$ cat src/rtl/pwmcap_pkg.sv
// Shared definitions for the PWM capture unit: status bit positions and the
// edge classification passed from the synchronizer to the phase counter.
package pwmcap_pkg;
    localparam int STS_LO  = 0;
    localparam int STS_HI  = 1;
    localparam int NUM_SRC = 2;

    typedef enum logic [1:0] {
        EDGE_NONE = 2'd0,
        EDGE_RISE = 2'd1,
        EDGE_FALL = 2'd2
    } edge_e;
endpackage

$ cat src/rtl/pwmcap_sync.sv
// Synchronizer and edge classifier.
// Brings the asynchronous input into the clock domain through STAGES flops,
// keeps one more flop of history and reports a rise or fall for one cycle.
// Assumes the input is stable for at least one clock to be seen reliably.
module pwmcap_sync
    import pwmcap_pkg::*;
#(
    parameter int STAGES = 2
) (
    input  logic  clk,
    input  logic  rst_n,
    input  logic  async_in,
    output edge_e edge_kind
);
    localparam int LAST = STAGES;

    logic [LAST:0] sh_q;

    // Shift the input through the synchronizer and the history flop.
    always_ff @(posedge clk) begin
        if (!rst_n) sh_q <= '0;
        else        sh_q <= {sh_q[LAST-1:0], async_in};
    end

    // Classify the change between the synchronized value and its history.
    always_comb begin
        if (sh_q[LAST-1] && !sh_q[LAST])      edge_kind = EDGE_RISE;
        else if (!sh_q[LAST-1] && sh_q[LAST]) edge_kind = EDGE_FALL;
        else                                  edge_kind = EDGE_NONE;
    end
endmodule

$ cat src/rtl/pwmcap_phase_ctr.sv
// Phase counter and result registers.
// Counts clock cycles since the last edge, saturating at the top value. On a
// fall it loads the high result and on a rise the low result, but only once
// armed by a first edge seen while capture is active. The load strobes are
// combinational so the status flags can be set on the same edge.
module pwmcap_phase_ctr
    import pwmcap_pkg::*;
#(
    parameter int CNT_W = 16
) (
    input  logic             clk,
    input  logic             rst_n,
    input  logic             cap_on,
    input  edge_e            edge_kind,
    output logic [CNT_W-1:0] hi_q,
    output logic [CNT_W-1:0] lo_q,
    output logic [CNT_W-1:0] cnt_q,
    output logic             hi_stb,
    output logic             lo_stb
);
    localparam logic [CNT_W-1:0] CNT_MAX = {CNT_W{1'b1}};

    logic armed_q;
    logic any_edge;

    // Decode which result, if any, is loaded this cycle.
    always_comb begin
        any_edge = (edge_kind != EDGE_NONE);
        hi_stb   = cap_on && armed_q && (edge_kind == EDGE_FALL);
        lo_stb   = cap_on && armed_q && (edge_kind == EDGE_RISE);
    end

    // Run the saturating phase counter and the arming flag.
    always_ff @(posedge clk) begin
        if (!rst_n || !cap_on) begin
            cnt_q   <= '0;
            armed_q <= 1'b0;
        end else if (any_edge) begin
            cnt_q   <= CNT_W'(1);
            armed_q <= 1'b1;
        end else if (cnt_q != CNT_MAX) begin
            cnt_q   <= cnt_q + CNT_W'(1);
        end
    end

    // Hold the finished phase lengths.
    always_ff @(posedge clk) begin
        if (!rst_n) begin
            hi_q <= '0;
            lo_q <= '0;
        end else begin
            if (hi_stb) hi_q <= cnt_q;
            if (lo_stb) lo_q <= cnt_q;
        end
    end
endmodule

$ cat src/rtl/pwmcap_irq_regs.sv
// Sticky status flags with write-one-to-clear and the interrupt combiner.
// A set request in the same cycle as a clear of the same bit keeps the bit set.
module pwmcap_irq_regs
    import pwmcap_pkg::*;
(
    input  logic               clk,
    input  logic               rst_n,
    input  logic [NUM_SRC-1:0] set_req,
    input  logic               clr_wr,
    input  logic [NUM_SRC-1:0] clr_data,
    input  logic [NUM_SRC-1:0] int_en,
    output logic [NUM_SRC-1:0] sts_q,
    output logic               irq
);
    logic [NUM_SRC-1:0] clr_mask;

    // Form the clear mask from the write strobe.
    always_comb clr_mask = clr_wr ? clr_data : '0;

    // Update sticky flags: clear written ones, then apply new captures.
    always_ff @(posedge clk) begin
        if (!rst_n) sts_q <= '0;
        else        sts_q <= (sts_q & ~clr_mask) | set_req;
    end

    // Combine enabled flags into one request line.
    always_comb irq = |(sts_q & int_en);
endmodule

$ cat src/rtl/pwmcap_top.sv
// PWM input high/low capture unit, top level.
// Gates measurement with the shared mode selector and both enables, then
// chains synchronizer, phase counter and status logic.
module pwmcap_top
    import pwmcap_pkg::*;
#(
    parameter int               CNT_W    = 16,
    parameter int               MODE_W   = 2,
    parameter logic [MODE_W-1:0] CAP_MODE = 2,
    parameter int               SYNC_STG = 2
) (
    input  logic              clk,
    input  logic              rst_n,
    input  logic              sig_in,
    input  logic [MODE_W-1:0] mode,
    input  logic              run_en,
    input  logic              cnt_clk_en,
    input  logic [1:0]        int_en,
    input  logic              clr_wr,
    input  logic [1:0]        clr_data,
    output logic [CNT_W-1:0]  hi_count,
    output logic [CNT_W-1:0]  lo_count,
    output logic [1:0]        status,
    output logic              irq
);
    logic               cap_on;
    edge_e              edge_kind;
    logic               edge_any;
    logic [CNT_W-1:0]   cnt_q;
    logic               hi_stb;
    logic               lo_stb;
    logic [NUM_SRC-1:0] set_req;

    // Decide whether measurement is active and gather set requests.
    always_comb begin
        cap_on           = (mode == CAP_MODE) && run_en && cnt_clk_en;
        edge_any         = (edge_kind != EDGE_NONE);
        set_req          = '0;
        set_req[STS_LO]  = lo_stb;
        set_req[STS_HI]  = hi_stb;
    end

    pwmcap_sync #(.STAGES(SYNC_STG)) u_sync (
        .clk       (clk),
        .rst_n     (rst_n),
        .async_in  (sig_in),
        .edge_kind (edge_kind)
    );

    pwmcap_phase_ctr #(.CNT_W(CNT_W)) u_ctr (
        .clk       (clk),
        .rst_n     (rst_n),
        .cap_on    (cap_on),
        .edge_kind (edge_kind),
        .hi_q      (hi_count),
        .lo_q      (lo_count),
        .cnt_q     (cnt_q),
        .hi_stb    (hi_stb),
        .lo_stb    (lo_stb)
    );

    pwmcap_irq_regs u_regs (
        .clk      (clk),
        .rst_n    (rst_n),
        .set_req  (set_req),
        .clr_wr   (clr_wr),
        .clr_data (clr_data),
        .int_en   (int_en),
        .sts_q    (status),
        .irq      (irq)
    );
endmodule

$ cat config.mk
export PLATFORM = sky130hd
export DESIGN_NAME = pwmcap_top
export DESIGN_NICKNAME = d
export VERILOG_FILES = /design/src/rtl/pwmcap_pkg.sv /design/src/rtl/pwmcap_sync.sv /design/src/rtl/pwmcap_phase_ctr.sv /design/src/rtl/pwmcap_irq_regs.sv /design/src/rtl/pwmcap_top.sv
export SDC_FILE = /design/constraint.sdc
export NUM_CORES = 1
export LEC_CHECK = 0
export ABC_AREA = 1
export BUFFER_PORTS_ARGS = -buffer_cell sky130_fd_sc_hd__buf_4
export CELL_PAD_IN_SITES_DETAIL_PLACEMENT = 1
export CELL_PAD_IN_SITES_GLOBAL_PLACEMENT = 1
export CORE_MARGIN = 2
export CORE_UTILIZATION = 42
export DETAILED_ROUTE_END_ITERATION = 12
export MAX_ROUTING_LAYER = met4
export PLACE_DENSITY = 0.81
export SLEW_MARGIN = 40
export SYNTH_ARGS = -nofsm -noshare
export SYNTH_HDL_FRONTEND = slang
export SYNTH_SLANG_ARGS = --single-unit
$ cat constraint.sdc
create_clock -name clk -period 4.15 [get_ports clk]
set_clock_uncertainty 0.05 [all_clocks]
set_input_delay 0.2075 -clock clk [delete_from_list [all_inputs] [get_ports clk]]
set_output_delay 0.2075 -clock clk [all_outputs]
set_load 0.05 [all_outputs]
Yosys cells after proc, flatten, opt, wreduce, memory -nomap -nowiden
Index checks and enable logic that the tools add are counted.
W data, S select, Z words.
- bits in latches: 0
- ROM bits: 0
- memories kept: 0
- bits in writable memories: 0
- register bits: 54
- $lt $le $gt $ge: 0
- div/mod/pow operators: 0
- bitwise logic cells: 4
- equality and inequality tests: 4
- shifts and indexed selects: 0
- add/sub/neg operators: 1
- multiplexer cells: 5
- reduce and logical (&&, ||, !) cells: 16
- $mul: 0
- operators by type and width (operator ; number):
    $add A16 B1 Y16 const B ; 1
    $ne A16 B16 Y1 const B ; 1
    $logic_and A1 B1 Y1 ; 7
    $mux W2 ; 3
    $and A2 B2 Y2 ; 2
    $eq A2 B2 Y1 const B ; 2
    $logic_not A1 Y1 ; 4
    $reduce_bool A2 Y1 ; 2
    $reduce_or A2 Y1 ; 2
    $eq A2 B1 Y1 const B ; 1
    $mux W1 ; 2
    $not A2 Y2 ; 1
    $or A2 B2 Y2 ; 1
    $logic_or A1 B1 Y1 ; 1

Depth between registers and ports, before layout
- word-level depth: 7
- mapped depth: 9
- gate-level depth less buffers: 8

By module
Synthesis repeated with hierarchy kept, for this count alone.
- cell total of the unflattened synthesis: 295
- area, all modules: 2209.6 um^2
- by module, submodules not included (module ; instances ; cells each ; area each (um^2)):
    pwmcap_phase_ctr ; 1 ; 264 ; 2004.4
    pwmcap_sync ; 1 ; 13 ; 100.1
    pwmcap_irq_regs ; 1 ; 14 ; 87.6
    pwmcap_top ; 1 ; 4 ; 17.5

Worst setup path after synthesis
Ideal clock, no wire load.
- kind: register to output
- from: reg u_regs.sts_q[0]
- to: out irq
- path buffers: 0
- arrival: 1.160 ns
- slack: 2.733 ns
- stages on the path, launching flop included: 2
- cell sequence: dfxtp_1 a22o_1
- longest elaborated chain between the ends: 2
- RTL lines (what ; line ; RTL):
    from (decl) ; pwmcap_irq_regs.sv:12 ; output logic [NUM_SRC-1:0] sts_q,
    from (signal assigned) ; pwmcap_irq_regs.sv:23 ; else sts_q <= (sts_q & ~clr_mask) | set_req;
    $and A2 B2 Y2 ; pwmcap_irq_regs.sv:27 ; always_comb irq = |(sts_q & int_en);
    $reduce_or A2 Y1 ; pwmcap_irq_regs.sv:27 ;
    to (decl) ; pwmcap_top.sv:24 ; output logic irq
No other way between the ends.

Worst setup path after layout
- from: reg u_ctr.cnt_q[0]
- to: reg u_ctr.cnt_q[12]
- longest elaborated chain between the ends: 1
- elaborated cells on any way between the ends: 2
- those cells by class: add/sub: 1; eq/ne: 1
- RTL lines (what ; line ; RTL):
    from (decl) ; pwmcap_phase_ctr.sv:17 ; output logic [CNT_W-1:0] cnt_q,
    from (signal assigned) ; pwmcap_phase_ctr.sv:42 ; cnt_q <= cnt_q + CNT_W'(1);
    $add A16 B1 Y16 / $ne A16 B16 Y1 (equally long branches) ; pwmcap_phase_ctr.sv:42, pwmcap_phase_ctr.sv:41 ;
Parallel ways exist; a longest one is shown, timed or not.
A chain may end at the register's enable or synchronous reset.

==> results.md <==
- PwrDens: 300 nW/um2
- Top cell type's share of synthesized area: around 45%
- Maximum number of pins on one net before global-route repair: 37
- Final worst slack: 2.32 ns
- Drt drc: 0
- Fin. Hold Viols: 0
- Critical path startpoint category: register
- # H-tree levels: 2
- Post-synth EDFFs: 0
- Full die area: 6400 um2
- Crit Path Category: reg2reg
- Die width: 80.0 um
- Wirelength per Cell: 14.8 um
- FMAX: between 0.5 and 0.6 GHz
- CTS tree: done
- Fin crit period: 1.83 ns
- Clock sink total: 54
- Maximum fanout along the worst path: 9
- DP Worst Slack: 2.32 ns
- CTS Root Cell: clkbuf_8
- Reg power frac: 60.4%
- CP arrival: 2.00 ns
- Via count of the routed design: 2321
- Int Power: 0.667 mW
- Worst Tran Pin Value: 0.599 ns
- Crit path capture type: register
- Yosys reg bits: 54
- Starting DRT DRC Count: 81
- Tcrit/Tclk final: 44.1%
- Sw Pwr: just under 0.2 mW
- Sw frac: between 20 and 25%
- Fillcell total: 707
- Syn_nets: 341
- Initial antenna violation count: 0
- RePlAce Congestion: 0.830
- Logic gate share of total power: 3.1%
- Post-route ant nets: 0
- Routed wire length: 6.42 mm
- Post-Place Cells: 425
- Core box area: 5540 um2
- Leading post-synthesis cells by cell area: dfxtp_1 45%, nand2_1 13%, nand4_1 9.8%
- Total power draw: between 0.8 and 0.9 mW
- Hold Path Class: in2reg
- Average cell area after synthesis: 7.44 um2
- 1st-pass router iterations: 4
- Area leader, netlist: dfxtp_1
- Global-route wire length before repair: ~11 mm
- Cell Count, Final, Fillers Out: 433
- Cells after synthesis: 326
- Synth unique cells: 28
- Count leader, synth: nand2_1
- Final Slew Violations: 0
- Unrepaired setup endpoints after global routing: no
- Hold slack final: 0.0279 ns
- Max-Cap Viols: 0
- Seq/Total Area, Yosys: 44.6%
- Design area: 2880 um2
- GRT Residual Overflow: 0
- Number of buffers created by CTS: 5
- Clock Pin Slew Worst Setup and Hold Paths: ~0.1 ns
- Area grow syn2layout: 18.6%
- Max IR drop VDD: 0.190 mV
- Required time of the critical path: roughly 4.3 ns
- Port buffer count: 46
- Dominant synthesized flop cell: dfxtp_1
- I/O pin total: 47
- Placed cell area: around 2800 um2
- CTS max path bufs: 2
- Total GRT Usage: around 22%
- Clk pwr share: 36.5%
- Status: finished, final reports clean
- Die Ht: 80.0 um
- Rows: 27
- Post-CTS Setup Bufs: 0
- Leakage power total: 1.15 nW
- Share of cells above drive strength 1: between 20% and 30%
- Initial Utilization: 43.8%
- Final setup fails: 0
- Final core occ: between 50% and 60%
- CTS Hold Buffers Added: 0
- DP Wirelength: 4.65 mm
- Final nets: 375
- DR vias/cell: 5.36
- Vias in the first global route: 2215
- PostCTS Resize Cnt: 0
- Synth async-reset ratio: 0%
- Synth cell count leaders: 81 x nand2_1, 54 x dfxtp_1, 38 x nand4_1
- Ys Warns: 0
- TNS Setup: 0 ns
- Clk_lat worst skew: 0.31 ns
- Final antenna diode count: 0
- Mapped cell area: 2420 um2
- Slew headroom: between 60% and 70%
power groups by stage:
stage	Clock, mW	Sequential, mW	Combinational, mW
finish	0.315	0.521	0.0268
global route	0.345	0.521	0.0296
CTS	0.322	0.521	0.0270
detailed placement	0	0.533	0.0270
global placement	0	0.533	0.0260
floorplan	0	0.532	0.0155
cell type report:
type | instances | area (um2) | share of cell area (%)
clock buffer | 6 | 82.6 | 2.87
clock inverter | 2 | 17.5 | 0.609
sequential | 54 | 1080 | 37.6
multi-input combinational | 218 | 1120 | 39.1
tap | 72 | 90.1 | 3.13
inverter | 34 | 128 | 4.44
timing repair buffer | 47 | 353 | 12.3
critical path, stage by stage (launching register included):
cell     delay, ns
dfxtp_1       0.56
ha_1          0.33
nand3_2       0.19
inv_2         0.08
nand2_1       0.09
nor2_1        0.19
nand3_1       0.11
nand2_1       0.09
nor2_1        0.05
metal layers:
metal / routed length, um / GRT usage [%]
met1: 2900 / 26.8
met2: 3160 / 37.2
met3: 256 / 4.19
met4: 106 / 8.14
met5: 0 / -
layout by cell type (no fill, tap or decap), drive strengths merged:
cell | netlist | layout
a21oi | 38 | 38
clkinv | 1 | 2
inv | 33 | 34
a31oi | 6 | 6
or2 | 4 | 4
a22o | 1 | 1
clkbuf | 9 | 6
xor2 | 1 | 1
dfxtp | 54 | 54
o21ai | 3 | 3
nand2 | 84 | 84
nand3 | 21 | 21
nor3b | 1 | 1
nand4 | 38 | 38
buf | 11 | 47
nor2 | 18 | 18
ha | 3 | 3
sequential cells by signal, summed over array words and instances (netlist names):
signal and count:
u_ctr.cnt_q 16, u_ctr.hi_q 16, u_ctr.lo_q 16, u_sync.sh_q 3, u_regs.sts_q 2, u_ctr.armed_q 1
cell families (layout without fill, tap and decap cells):
logic type | Yosys count | after routing | share of synthesized area, %
and+or+nand+nor | 166 | 166 | 33.6
AOI/OAI and AO/OA | 48 | 48 | 10.5
adders and majority gates | 3 | 3 | 1.55
DFF | 54 | 54 | 44.6
buffers and inverters | 54 | 89 | 9.34
xor gates and xnor gates | 1 | 1 | 0.361
worst paths after layout:
path / start / to / slack [ns] / depth (start not counted)
hold / removal: sig_in / u_sync.sh_q[0] / 0.03 / 3
hold reg to reg: u_sync.sh_q[0] / u_sync.sh_q[1] / 0.37 / 2
setup / recovery: u_ctr.cnt_q[0] / u_ctr.cnt_q[12] / 2.32 / 8
setup reg to reg: u_ctr.cnt_q[0] / u_ctr.cnt_q[12] / 2.32 / 8
Power figures use the tool's default switching activity.
